### config.mk
export PLATFORM = sky130hd
export DESIGN_NAME = adc_scan_top
export DESIGN_NICKNAME = d
export VERILOG_FILES = /design/src/rtl/adc_scan_pkg.sv /design/src/rtl/adc_scan_ctrl.sv /design/src/rtl/adc_scan_dp.sv /design/src/rtl/adc_scan_top.sv
export SDC_FILE = /design/constraint.sdc
export NUM_CORES = 1
export LEC_CHECK = 0
export ABC_AREA = 1
export BUFFER_PORTS_ARGS = -buffer_cell sky130_fd_sc_hd__buf_2
export CORE_AREA = 2 2 76 78
export DETAILED_ROUTE_END_ITERATION = 10
export DIE_AREA = 0 0 78 80
export PLACE_DENSITY = 0.85
export SLEW_MARGIN = 20
export SYNTH_ARGS = -nofsm -noshare
export SYNTH_HDL_FRONTEND = slang
export SYNTH_SLANG_ARGS = --single-unit
export TNS_END_PERCENT = 20
### constraint.sdc
create_clock -name clk -period 3.19 [get_ports clk]
set_input_delay 0.319 -clock clk [delete_from_list [all_inputs] [get_ports clk]]
set_output_delay 0.319 -clock clk [all_outputs]
set_load 0.05 [all_outputs]
### src/rtl/adc_scan_pkg.sv
package adc_scan_pkg;
  // Control word fields
  localparam int MASK_LSB  = 0;
  localparam int DIV_LSB   = 8;
  localparam int BURST_BIT = 16;
  localparam int TRIG_LSB  = 17;
  localparam int TRIG_W    = 3;
  localparam int CTRL_W    = TRIG_LSB + TRIG_W;

  localparam logic [TRIG_W-1:0] TRIG_NONE   = 3'd0;
  localparam logic [TRIG_W-1:0] TRIG_NOW    = 3'd1;
  localparam logic [TRIG_W-1:0] TRIG_GLOBAL = 3'd2;

  // Result word fields
  localparam int CHAN_W    = 3;
  localparam int RES_W     = 10;
  localparam int RES_LSB   = 6;
  localparam int RCHAN_LSB = 24;
  localparam int LOST_BIT  = 30;
  localparam int DONE_BIT  = 31;
  localparam int WORD_W    = 32;

  // Strobes from control to datapath
  typedef struct packed {
    logic              capture;
    logic [CHAN_W-1:0] chan;
    logic              setDone;
    logic              clrDone;
    logic              scanResult;
  } dpCmd_t;
endpackage

### src/rtl/adc_scan_ctrl.sv
module adc_scan_ctrl
  import adc_scan_pkg::*;
#(
  parameter int NUM_CH = 8,
  parameter int DIV_W  = 8
) (
  input  logic              clk,
  input  logic              rstN,
  input  logic              ctrlWr,
  input  logic [CTRL_W-1:0] ctrlWrData,
  input  logic              globalStart,
  input  logic              convDone,
  output logic              convStart,
  output logic [CHAN_W-1:0] convChan,
  output dpCmd_t            cmd
);

  logic [NUM_CH-1:0] maskQ;
  logic [DIV_W-1:0]  divQ;
  logic              burstQ;
  logic [TRIG_W-1:0] trigQ;
  logic [DIV_W-1:0]  divCnt;
  logic              pendQ, busyQ, armedQ, scanQ;
  logic [CHAN_W-1:0] chanQ;

  logic [NUM_CH-1:0] wrMask;
  logic              wrBurst;
  logic [TRIG_W-1:0] wrTrig;
  logic              wrReq, wrArm, tick, capture, scanGo, globalGo;

  function automatic logic [CHAN_W-1:0] lowestSet(input logic [NUM_CH-1:0] m);
    logic [CHAN_W-1:0] r;
    r = '0;
    for (int i = NUM_CH - 1; i >= 0; i--) begin
      if (m[i]) r = CHAN_W'(i);
    end
    return r;
  endfunction

  function automatic logic [CHAN_W-1:0] nextSet(input logic [NUM_CH-1:0] m,
                                                input logic [CHAN_W-1:0] cur);
    logic [CHAN_W-1:0] r;
    logic found;
    r = lowestSet(m);
    found = 1'b0;
    for (int i = 0; i < NUM_CH; i++) begin
      if (!found && (i > int'(cur)) && m[i]) begin
        r = CHAN_W'(i);
        found = 1'b1;
      end
    end
    return r;
  endfunction

  always_comb begin
    wrMask   = ctrlWrData[MASK_LSB +: NUM_CH];
    wrBurst  = ctrlWrData[BURST_BIT];
    wrTrig   = ctrlWrData[TRIG_LSB +: TRIG_W];
    wrReq    = (wrMask != '0) &&
               ((wrBurst && wrTrig == TRIG_NONE) || (!wrBurst && wrTrig == TRIG_NOW));
    wrArm    = (wrMask != '0) && !wrBurst && (wrTrig == TRIG_GLOBAL);
    tick     = (divCnt == divQ);
    convStart = pendQ && tick && !busyQ;
    capture  = convDone && busyQ && !ctrlWr;
    scanGo   = burstQ && (trigQ == TRIG_NONE) && (maskQ != '0);
    globalGo = armedQ && globalStart && !busyQ && !pendQ;
  end

  always_ff @(posedge clk) begin
    if (!rstN) begin
      maskQ  <= '0;
      divQ   <= '0;
      burstQ <= 1'b0;
      trigQ  <= TRIG_NONE;
      divCnt <= '0;
      pendQ  <= 1'b0;
      busyQ  <= 1'b0;
      armedQ <= 1'b0;
      scanQ  <= 1'b0;
      chanQ  <= '0;
    end else if (ctrlWr) begin
      maskQ  <= wrMask;
      divQ   <= ctrlWrData[DIV_LSB +: DIV_W];
      burstQ <= wrBurst;
      trigQ  <= wrTrig;
      divCnt <= '0;
      armedQ <= wrArm;
      pendQ  <= wrReq;
      if (wrReq) begin
        busyQ <= 1'b0;
        chanQ <= lowestSet(wrMask);
      end
    end else begin
      divCnt <= tick ? '0 : divCnt + 1'b1;
      if (convStart) begin
        pendQ <= 1'b0;
        busyQ <= 1'b1;
        scanQ <= burstQ;
      end else if (capture) begin
        busyQ <= 1'b0;
        if (scanGo) begin
          pendQ <= 1'b1;
          chanQ <= nextSet(maskQ, chanQ);
        end
      end else if (globalGo) begin
        pendQ  <= 1'b1;
        armedQ <= 1'b0;
        chanQ  <= lowestSet(maskQ);
      end
    end
  end

  assign convChan = chanQ;

  always_comb begin
    cmd.capture    = capture;
    cmd.chan       = chanQ;
    cmd.setDone    = ctrlWr && busyQ;
    cmd.clrDone    = ctrlWr && !busyQ;
    cmd.scanResult = scanQ;
  end

  // start is a single-cycle pulse unless a restart write intervenes
  a_r3_start_pulse: assert property (@(posedge clk) disable iff (!rstN)
    (convStart && !ctrlWr) |=> !convStart);
  // every start names a selected channel
  a_r5_start_selected: assert property (@(posedge clk) disable iff (!rstN)
    convStart |-> maskQ[chanQ]);
  // scan with a nonzero trigger never starts
  a_r6_blocked_scan: assert property (@(posedge clk) disable iff (!rstN)
    (burstQ && trigQ != TRIG_NONE) |-> !convStart);
  // empty mask never starts
  a_r6_empty_mask: assert property (@(posedge clk) disable iff (!rstN)
    (maskQ == '0) |-> !convStart);
endmodule

### src/rtl/adc_scan_dp.sv
module adc_scan_dp
  import adc_scan_pkg::*;
(
  input  logic              clk,
  input  logic              rstN,
  input  dpCmd_t            cmd,
  input  logic [RES_W-1:0]  convCode,
  input  logic              dataRd,
  output logic [WORD_W-1:0] dataRdData
);

  logic [RES_W-1:0]  resQ;
  logic [CHAN_W-1:0] chanQ;
  logic              doneQ, lostQ;

  always_ff @(posedge clk) begin
    if (!rstN) begin
      resQ  <= '0;
      chanQ <= '0;
      doneQ <= 1'b0;
      lostQ <= 1'b0;
    end else if (cmd.capture) begin
      resQ  <= convCode;
      chanQ <= cmd.chan;
      doneQ <= 1'b1;
      lostQ <= cmd.scanResult && !dataRd && (doneQ || lostQ);
    end else begin
      if (cmd.setDone)      doneQ <= 1'b1;
      else if (cmd.clrDone) doneQ <= 1'b0;
      else if (dataRd)      doneQ <= 1'b0;
      if (dataRd)           lostQ <= 1'b0;
    end
  end

  always_comb begin
    dataRdData = '0;
    dataRdData[RES_LSB +: RES_W]    = resQ;
    dataRdData[RCHAN_LSB +: CHAN_W] = chanQ;
    dataRdData[LOST_BIT]            = lostQ;
    dataRdData[DONE_BIT]            = doneQ;
  end

  // a capture leaves the complete flag set
  a_r7_done_after_capture: assert property (@(posedge clk) disable iff (!rstN)
    cmd.capture |=> doneQ);
  // a plain read clears both flags
  a_r8_read_clears: assert property (@(posedge clk) disable iff (!rstN)
    (dataRd && !cmd.capture && !cmd.setDone) |=> (!doneQ && !lostQ));
  // lost flag only rises from a scan-mode result
  a_r9_lost_scan_only: assert property (@(posedge clk) disable iff (!rstN)
    $rose(lostQ) |-> $past(cmd.scanResult));
endmodule

### src/rtl/adc_scan_top.sv
module adc_scan_top
  import adc_scan_pkg::*;
#(
  parameter int NUM_CH = 8,
  parameter int DIV_W  = 8
) (
  input  logic              clk,
  input  logic              rstN,
  input  logic              ctrlWr,
  input  logic [CTRL_W-1:0] ctrlWrData,
  input  logic              dataRd,
  output logic [WORD_W-1:0] dataRdData,
  input  logic              globalStart,
  output logic              convStart,
  output logic [CHAN_W-1:0] convChan,
  input  logic              convDone,
  input  logic [RES_W-1:0]  convCode
);

  dpCmd_t cmd;

  adc_scan_ctrl #(.NUM_CH(NUM_CH), .DIV_W(DIV_W)) ctrl_i (
    .clk(clk), .rstN(rstN), .ctrlWr(ctrlWr), .ctrlWrData(ctrlWrData),
    .globalStart(globalStart), .convDone(convDone),
    .convStart(convStart), .convChan(convChan), .cmd(cmd)
  );

  adc_scan_dp dp_i (
    .clk(clk), .rstN(rstN), .cmd(cmd), .convCode(convCode),
    .dataRd(dataRd), .dataRdData(dataRdData)
  );
endmodule

# --- Word level (Yosys, flattened, before mapping) ---
# Cells that the tools add are included.
classes:
  add_sub_neg: 1
  order_cmp: 7
  n_eq_ne: 8
  mux: 83
  n_bitwise: 2
  n_reduce_logical: 60
ops:
  columns: ["cell", "n"]
  rows:
  - ["3-bit 2-to-1 mux", 29]
  - ["1-bit 2-to-1 mux", 54]
  - ["1-bit logical AND", 31]
  - ["8-bit nonzero test", 2]
  - ["3-bit greater-than comparator (first input constant)", 4]
  - ["1-bit zero test", 11]
  - ["8-bit by 1-bit adder with 8-bit output (second input constant)", 1]
  - ["8-bit equality test", 1]
  - ["4-bit nonzero test", 2]
  - ["2-bit by 3-bit greater-than comparator with 1-bit output (first input constant)", 2]
  - ["3-bit zero test", 2]
  - ["2-bit AND reduction", 3]
  - ["3-bit nonzero test", 2]
  - ["2-bit != test (second input constant)", 2]
  - ["4-bit != test (second input constant)", 1]
  - ["4-bit AND reduction", 1]
  - ["2-bit nonzero test", 2]
  - ["3-bit by 1-bit equality test with 1-bit output (second input constant)", 1]
  - ["3-bit by 2-bit equality test with 1-bit output (second input constant)", 1]
  - ["1-bit by 3-bit greater-than comparator with 1-bit output (first input constant)", 1]
  - ["3-bit != test (second input constant)", 1]
  - ["3-bit AND reduction", 1]
  - ["3-bit OR reduction", 1]
  - ["1-bit logical OR", 2]
  - ["2 further kinds", 3]
totals:
  regBits: 50
  out_inout_bits: 36

# --- Longest topological paths before layout ---
depth:
  depth_word: 61
  ltp_mapped: 15

# --- By module ---
# Synthesis repeated with hierarchy kept, for this count alone.
unflattened:
  cells_unflattened: 373
  hier_area_um2: 2600.0
modules_own_cells:
  columns: ["mod", "n_inst", "cells_each", "area_each_um2", "seq_area_each_um2"]
  rows:
  - ["adc_scan_ctrl", 1, 283, 1909.3, 700.7]
  - ["adc_scan_dp", 1, 90, 690.7, 300.3]

# --- Least setup slack after synthesis ---
# No wires, ideal clock.
synth_path:
  path_type: "register -> register"
  startpoint: "register ctrl_i.chanQ[0] (netlist: ctrl_i.convChan[0])"
  endpoint: "register ctrl_i.chanQ[0] (netlist: ctrl_i.convChan[0])"
  arrival_time_ns: 1.565
  required_time_ns: 3.074
  path_slack_ns: 1.509
  path_stages_with_launch: 12
  path_buffers: 0
  period_less_slack_ns: 1.681
  cell_sequence: "dfxtp_1 inv_1 nand3_1 nand2_2 nor3_4 nand3_1 nand2_1 inv_1 nand2_1 nand2_1 nand2_1 a21oi_2"
synth_between:
  elab_chain_len: 61
  word_cells_on_any_way: 73
synth_lines:
  columns: ["element", "line", "source"]
  rows:
  - ["start: declaration", "adc_scan_ctrl.sv:24", "logic [CHAN_W-1:0] chanQ;"]
  - ["start signal: assignment", "adc_scan_ctrl.sv:91", "chanQ <= lowestSet(wrMask);"]
  - ["start signal: assignment", "adc_scan_ctrl.sv:103", "chanQ <= nextSet(maskQ, chanQ);"]
  - ["start signal: assignment", "adc_scan_ctrl.sv:108", "chanQ <= lowestSet(maskQ);"]
  - ["1-bit by 3-bit greater-than comparator with 1-bit output", "adc_scan_ctrl.sv:47", "if (!found && (i > int'(cur)) && m[i]) begin"]
  - ["1-bit logical AND", "adc_scan_ctrl.sv:47", null]
  - ["1-bit 2-to-1 mux", "adc_scan_ctrl.sv:47", null]
  - ["1-bit 2-to-1 mux", "adc_scan_ctrl.sv:101", "if (scanGo) begin"]
  - ["1-bit 2-to-1 mux", "adc_scan_ctrl.sv:99", "end else if (capture) begin"]
  - ["1-bit 2-to-1 mux", "adc_scan_ctrl.sv:95", "if (convStart) begin"]
  - ["1-bit 2-to-1 mux", "adc_scan_ctrl.sv:81", "end else if (ctrlWr) begin"]
  - ["1-bit 2-to-1 mux", "adc_scan_ctrl.sv:70", "if (!rstN) begin"]
  - ["(+44 left out)", null, null]
  - ["1-bit 2-to-1 mux", "adc_scan_ctrl.sv:70", null]
  - ["1-bit zero test", "adc_scan_ctrl.sv:47", null]
  - ["1-bit logical AND (2 in series)", "adc_scan_ctrl.sv:47", null]
  - ["3-bit 2-to-1 mux (*)", "adc_scan_ctrl.sv:47", null]
  - ["3-bit 2-to-1 mux (*)", "adc_scan_ctrl.sv:101", null]
  - ["3-bit 2-to-1 mux (*)", "adc_scan_ctrl.sv:99", null]
  - ["3-bit 2-to-1 mux (*)", "adc_scan_ctrl.sv:95", null]
  - ["3-bit 2-to-1 mux (*)", "adc_scan_ctrl.sv:81", null]
# Every way passes the cells marked *; elsewhere a longest branch is shown, timed or not. The select of a mux whose other input is x is not followed.
# A chain may end at the register's enable or synchronous reset.

# --- Final worst setup path ---
layout_path:
  startpoint: "register ctrl_i.divCnt[4]"
  endpoint: "output convStart"
layout_between:
  elab_chain_len: 3
layout_lines:
  columns: ["element", "line", "source"]
  rows:
  - ["start: declaration", "adc_scan_ctrl.sv:22", "logic [DIV_W-1:0] divCnt;"]
  - ["start signal: assignment", "adc_scan_ctrl.sv:94", "divCnt <= tick ? '0 : divCnt + 1'b1;"]
  - ["8-bit equality test", "adc_scan_ctrl.sv:62", "tick = (divCnt == divQ);"]
  - ["1-bit logical AND (2 in series)", "adc_scan_ctrl.sv:63", "convStart = pendQ && tick && !busyQ;"]
  - ["end: declaration", "adc_scan_top.sv:14", "output logic convStart,"]
# No other way between the ends.

==> impl_summary.txt <==
----------------------------------------------------
[Drt]
  Per-cell routed wire length ... ~12 um
  Number of violations reported at the end of detailed-routing iteration 0 ... ~140
  Initial DRT Pass Iterations ... 5
  Remaining antenna violation count after routing ... 0
  DRC Markers ... 0
  Post-DR vias/cell ... slightly above 5
  Final WL ... 5880 um
  Number of vias after detailed routing ... around 2600

[Worst hold path]
  Number of stages on the worst hold path ... 2
  Worst Min Path Start ... dataRd
  Worst min path class ... input port to flip-flop
  Hold Crit Endpoint ... dp_i.lostQ

[Critical path]
  Required time at the endpoint of the critical path ... 2.87 ns
  Critical path data arrival time ... 1.70 ns
  Worst flop-to-flop path endpoint ... dp_i.lostQ
  Critical-path maximum fanout ... 4
  WS Path Type ... flip-flop to primary output
  Internal reg-to-reg setup slack ... 1.54 ns
  Worst Reg-to-Reg Cells ... 6
  Worst Setup End Kind ... primary output
  Critical path startpoint category ... flip-flop
  Source of the worst register-to-register timing path ... ctrl_i.busyQ

[Logic synthesis]
  Number of synthesized flops with an enable pin ... 0
  Sequential element share of the synthesized area ... 0.384
  Synthesized instance count ... 381
  Distinct cells, synth ... 31
  Mean Syn Cell Area ... 6.84 um2
  Yosys warning count ... 0
  Synth Flop Type ... sky130_fd_sc_hd__dfxtp_1
  Async set or reset register ratio after synthesis ... 0
  Post-synthesis instance area ... 2600 um2
  FF+latch count, synth ... 50

[Placement]
  Buffers added on ports ... 54
  Final HPWL DP ... 4320 um
  Post-placement setup slack ... 1.26 ns
  Placer congestion estimate ... 0.929

[Cells and area]
  Share of layout cells above drive strength 1 ... 0.186
  Number of inserted filler cells in the final layout ... 526
  Synth-to-Final Area Change ... 12.4%
  Number of nets in the layout ... 465
  Sequential cell area ... 1000 um2
  Most frequent cells in the layout ... sky130_fd_sc_hd__nand2_1 (60), sky130_fd_sc_hd__nor2_1 (57), sky130_fd_sc_hd__buf_2 (54)
  Commonest non-fill, non-tap cell in the layout ... sky130_fd_sc_hd__nand2_1
  Combined area of the multi-input logic cells ... 1270 um2
  Antenna fix cells ... 0

[GRT]
  Vias in the first global route ... 2399
  Pin count of the biggest net entering global routing ... 38
  Antenna violations before repair ... 0
  Global-route total usage across every layer ... 0.198
  Grt total ovfl ... 0
  Wire length of the first global-routing pass ... 10000 um

[STA]
  Final setup skew ... 0.0130 ns
  Final setup fails ... 0
  Period utilisation layout ... 0.633
  Worst max-slew margin expressed relative to the limit ... 0.406
  Timing-limited maximum frequency ... 0.496 GHz
  Tightest Pin Transition ... ~0.89 ns
  Worst path setup slack after routing ... 1.17 ns
  Max Transition Viols Final ... 0
  Fin Setup TNS ... 0 ns
  Minimum clock period ... 2.02 ns
  Final Hold Vio Count ... 0
  Unrepaired setup endpoints after global routing ... false

[Die]
  Io pins ... a little over 70
  Die area ... 6240 um2
  Initial core utilization ... 0.482
  Die width ... 78 um
  Area of the core ... 5410 um2
  Vertical extent of the die ... ~80 um
  Count of standard-cell rows ... 27

[Clock network]
  Clock slew at reported path FFs ... around 0.08 ns
  Number of buffers inserted for hold repair after clock tree synthesis ... 0
  Post-CTS Setup Inserts ... 0
  Clk buf depth ... 2
  Clock latency at the later pin of the worst-skew pair ... 0.30 ns
  Number of sinks driven by the clock tree ... 50
  Root Buffer ... sky130_fd_sc_hd__clkbuf_8
  Clock buffer count from CTS ... 5
  H-tree lvl count ... 2
  Post-cts resize count ... 0
  CTS tree ... yes

[Run status]
  Result of the run ... finished clean

[Pwr]
  Worst IR Drop VDD ... 0.313 mV
  Power density over cell area ... approximately 440 nW/um2
  Static power due to leakage ... 1.39 nW

[Job]
  Number of max-capacitance violations reported ... 0

----------------------------------------------------
-- critical path, stage by stage, from the launching register on --
cell                      delay [ns]
sky130_fd_sc_hd__dfxtp_1        0.38
sky130_fd_sc_hd__inv_1          0.09
sky130_fd_sc_hd__nand2_1        0.06
sky130_fd_sc_hd__nand4_1        0.10
sky130_fd_sc_hd__nor2_1         0.15
sky130_fd_sc_hd__and2_4         0.18
sky130_fd_sc_hd__nand2_1        0.08
sky130_fd_sc_hd__inv_1          0.09
sky130_fd_sc_hd__buf_2          0.26
-- registers in the layout, summed over array words and instances, names as in the netlist --
name,cells
dp_i.resQ,10
ctrl_i.divCnt,8
ctrl_i.divQ,8
ctrl_i.maskQ,8
ctrl_i.convChan,3
ctrl_i.trigQ,3
dp_i.chanQ,3
ctrl_i.armedQ,1
ctrl_i.burstQ,1
ctrl_i.busyQ,1
ctrl_i.pendQ,1
ctrl_i.scanQ,1
dp_i.doneQ,1
dp_i.lostQ,1
-- metal layers --
layer  GRT usage  share of wire  routed length, um  up-vias
met5           0              0                  0        -
met4      0.0772          0.023                133        0
met3      0.0385          0.060                354       15
met2       0.343           0.47               2740       97
met1       0.243           0.45               2650     1166
li1            -              -                  -     1283
-- stage by stage --
| step | area [um2] | util | hold WS [ns] | power, mW | std cells |
|---|---|---|---|---|---|
| 6_report | 2930 | 0.542 | 0.216 | 1.28 | 501 |
| 5_1_grt | 2930 | 0.542 | 0.213 | 1.34 | 501 |
| 4_1_cts | 2930 | 0.542 | 0.208 | 1.29 | 501 |
| 3_5_place_dp | 2840 | 0.525 | 0.460 | 0.917 | 493 |
| 3_3_place_gp | 2840 | 0.525 | 0.450 | 0.911 | 493 |
| 2_1_floorplan | 2670 | - | 0.409 | 0.875 | 397 |
-- where the power goes --
group | internal [mW] | total (mW) | switching [mW]
clock network | 0.175 | 0.375 | 0.200
registers | 0.648 | 0.666 | 0.0185
logic | 0.0701 | 0.239 | 0.169
total | 0.893 | 1.28 | 0.387
-- cell usage after synthesis, types with 2 or more instances --
library cell               count  share of area
sky130_fd_sc_hd__nand2_2       3         0.0072
sky130_fd_sc_hd__nand2_1      60          0.086
sky130_fd_sc_hd__nor3_1        6          0.012
sky130_fd_sc_hd__a21oi_1      29          0.056
sky130_fd_sc_hd__xor2_1        3          0.010
sky130_fd_sc_hd__nand3_2       3          0.012
sky130_fd_sc_hd__inv_1        50          0.072
sky130_fd_sc_hd__o21ai_0      45          0.086
sky130_fd_sc_hd__inv_2         2         0.0029
sky130_fd_sc_hd__nand3_1      14          0.027
sky130_fd_sc_hd__nor2_1       57          0.082
sky130_fd_sc_hd__nand4_1       9          0.022
sky130_fd_sc_hd__buf_4        20          0.058
sky130_fd_sc_hd__dfxtp_1      50           0.38
sky130_fd_sc_hd__buf_2         6          0.012
sky130_fd_sc_hd__a31oi_1       3         0.0072
sky130_fd_sc_hd__nor2_2        2         0.0048
sky130_fd_sc_hd__clkbuf_1      6         0.0086
-- worst max-delay path by stage --
| stage | depth (start not counted) | end | startpoint | slack [ns] |
|---|---|---|---|---|
| 2_1_floorplan | 11 | ctrl_i.convChan[0] | ctrl_i.convChan[0] | 1.51 |
| 3_3_place_gp | 7 | ctrl_i.convChan[0] | ctrlWr | 1.31 |
| 3_5_place_dp | 7 | ctrl_i.convChan[0] | ctrlWr | 1.26 |
| 4_1_cts | 8 | convStart | ctrl_i.divCnt[5] | 1.18 |
| 5_1_grt | 8 | convStart | ctrl_i.divCnt[5] | 1.03 |
| 6_report | 8 | convStart | ctrl_i.divCnt[4] | 1.17 |
-- cells by family after synthesis --
group	count (synthesis)	synth area share
fa+ha+maj	1	0.00480
compound gates	82	0.171
other cells	1	0.00144
xor+xnor	3	0.0101
simple gates	160	0.276
flops	50	0.384
buf+inv	84	0.153
-- area by class of cell --
type,count,area share
clock buffer,7,0.0295
inverter,52,0.0666
tap,72,0.0308
multi-input combinational,263,0.432
sequential,50,0.342
timing repair buffer,56,0.0974
clock inverter,1,0.00171
Note: power is estimated with default switching activity, not from simulation.
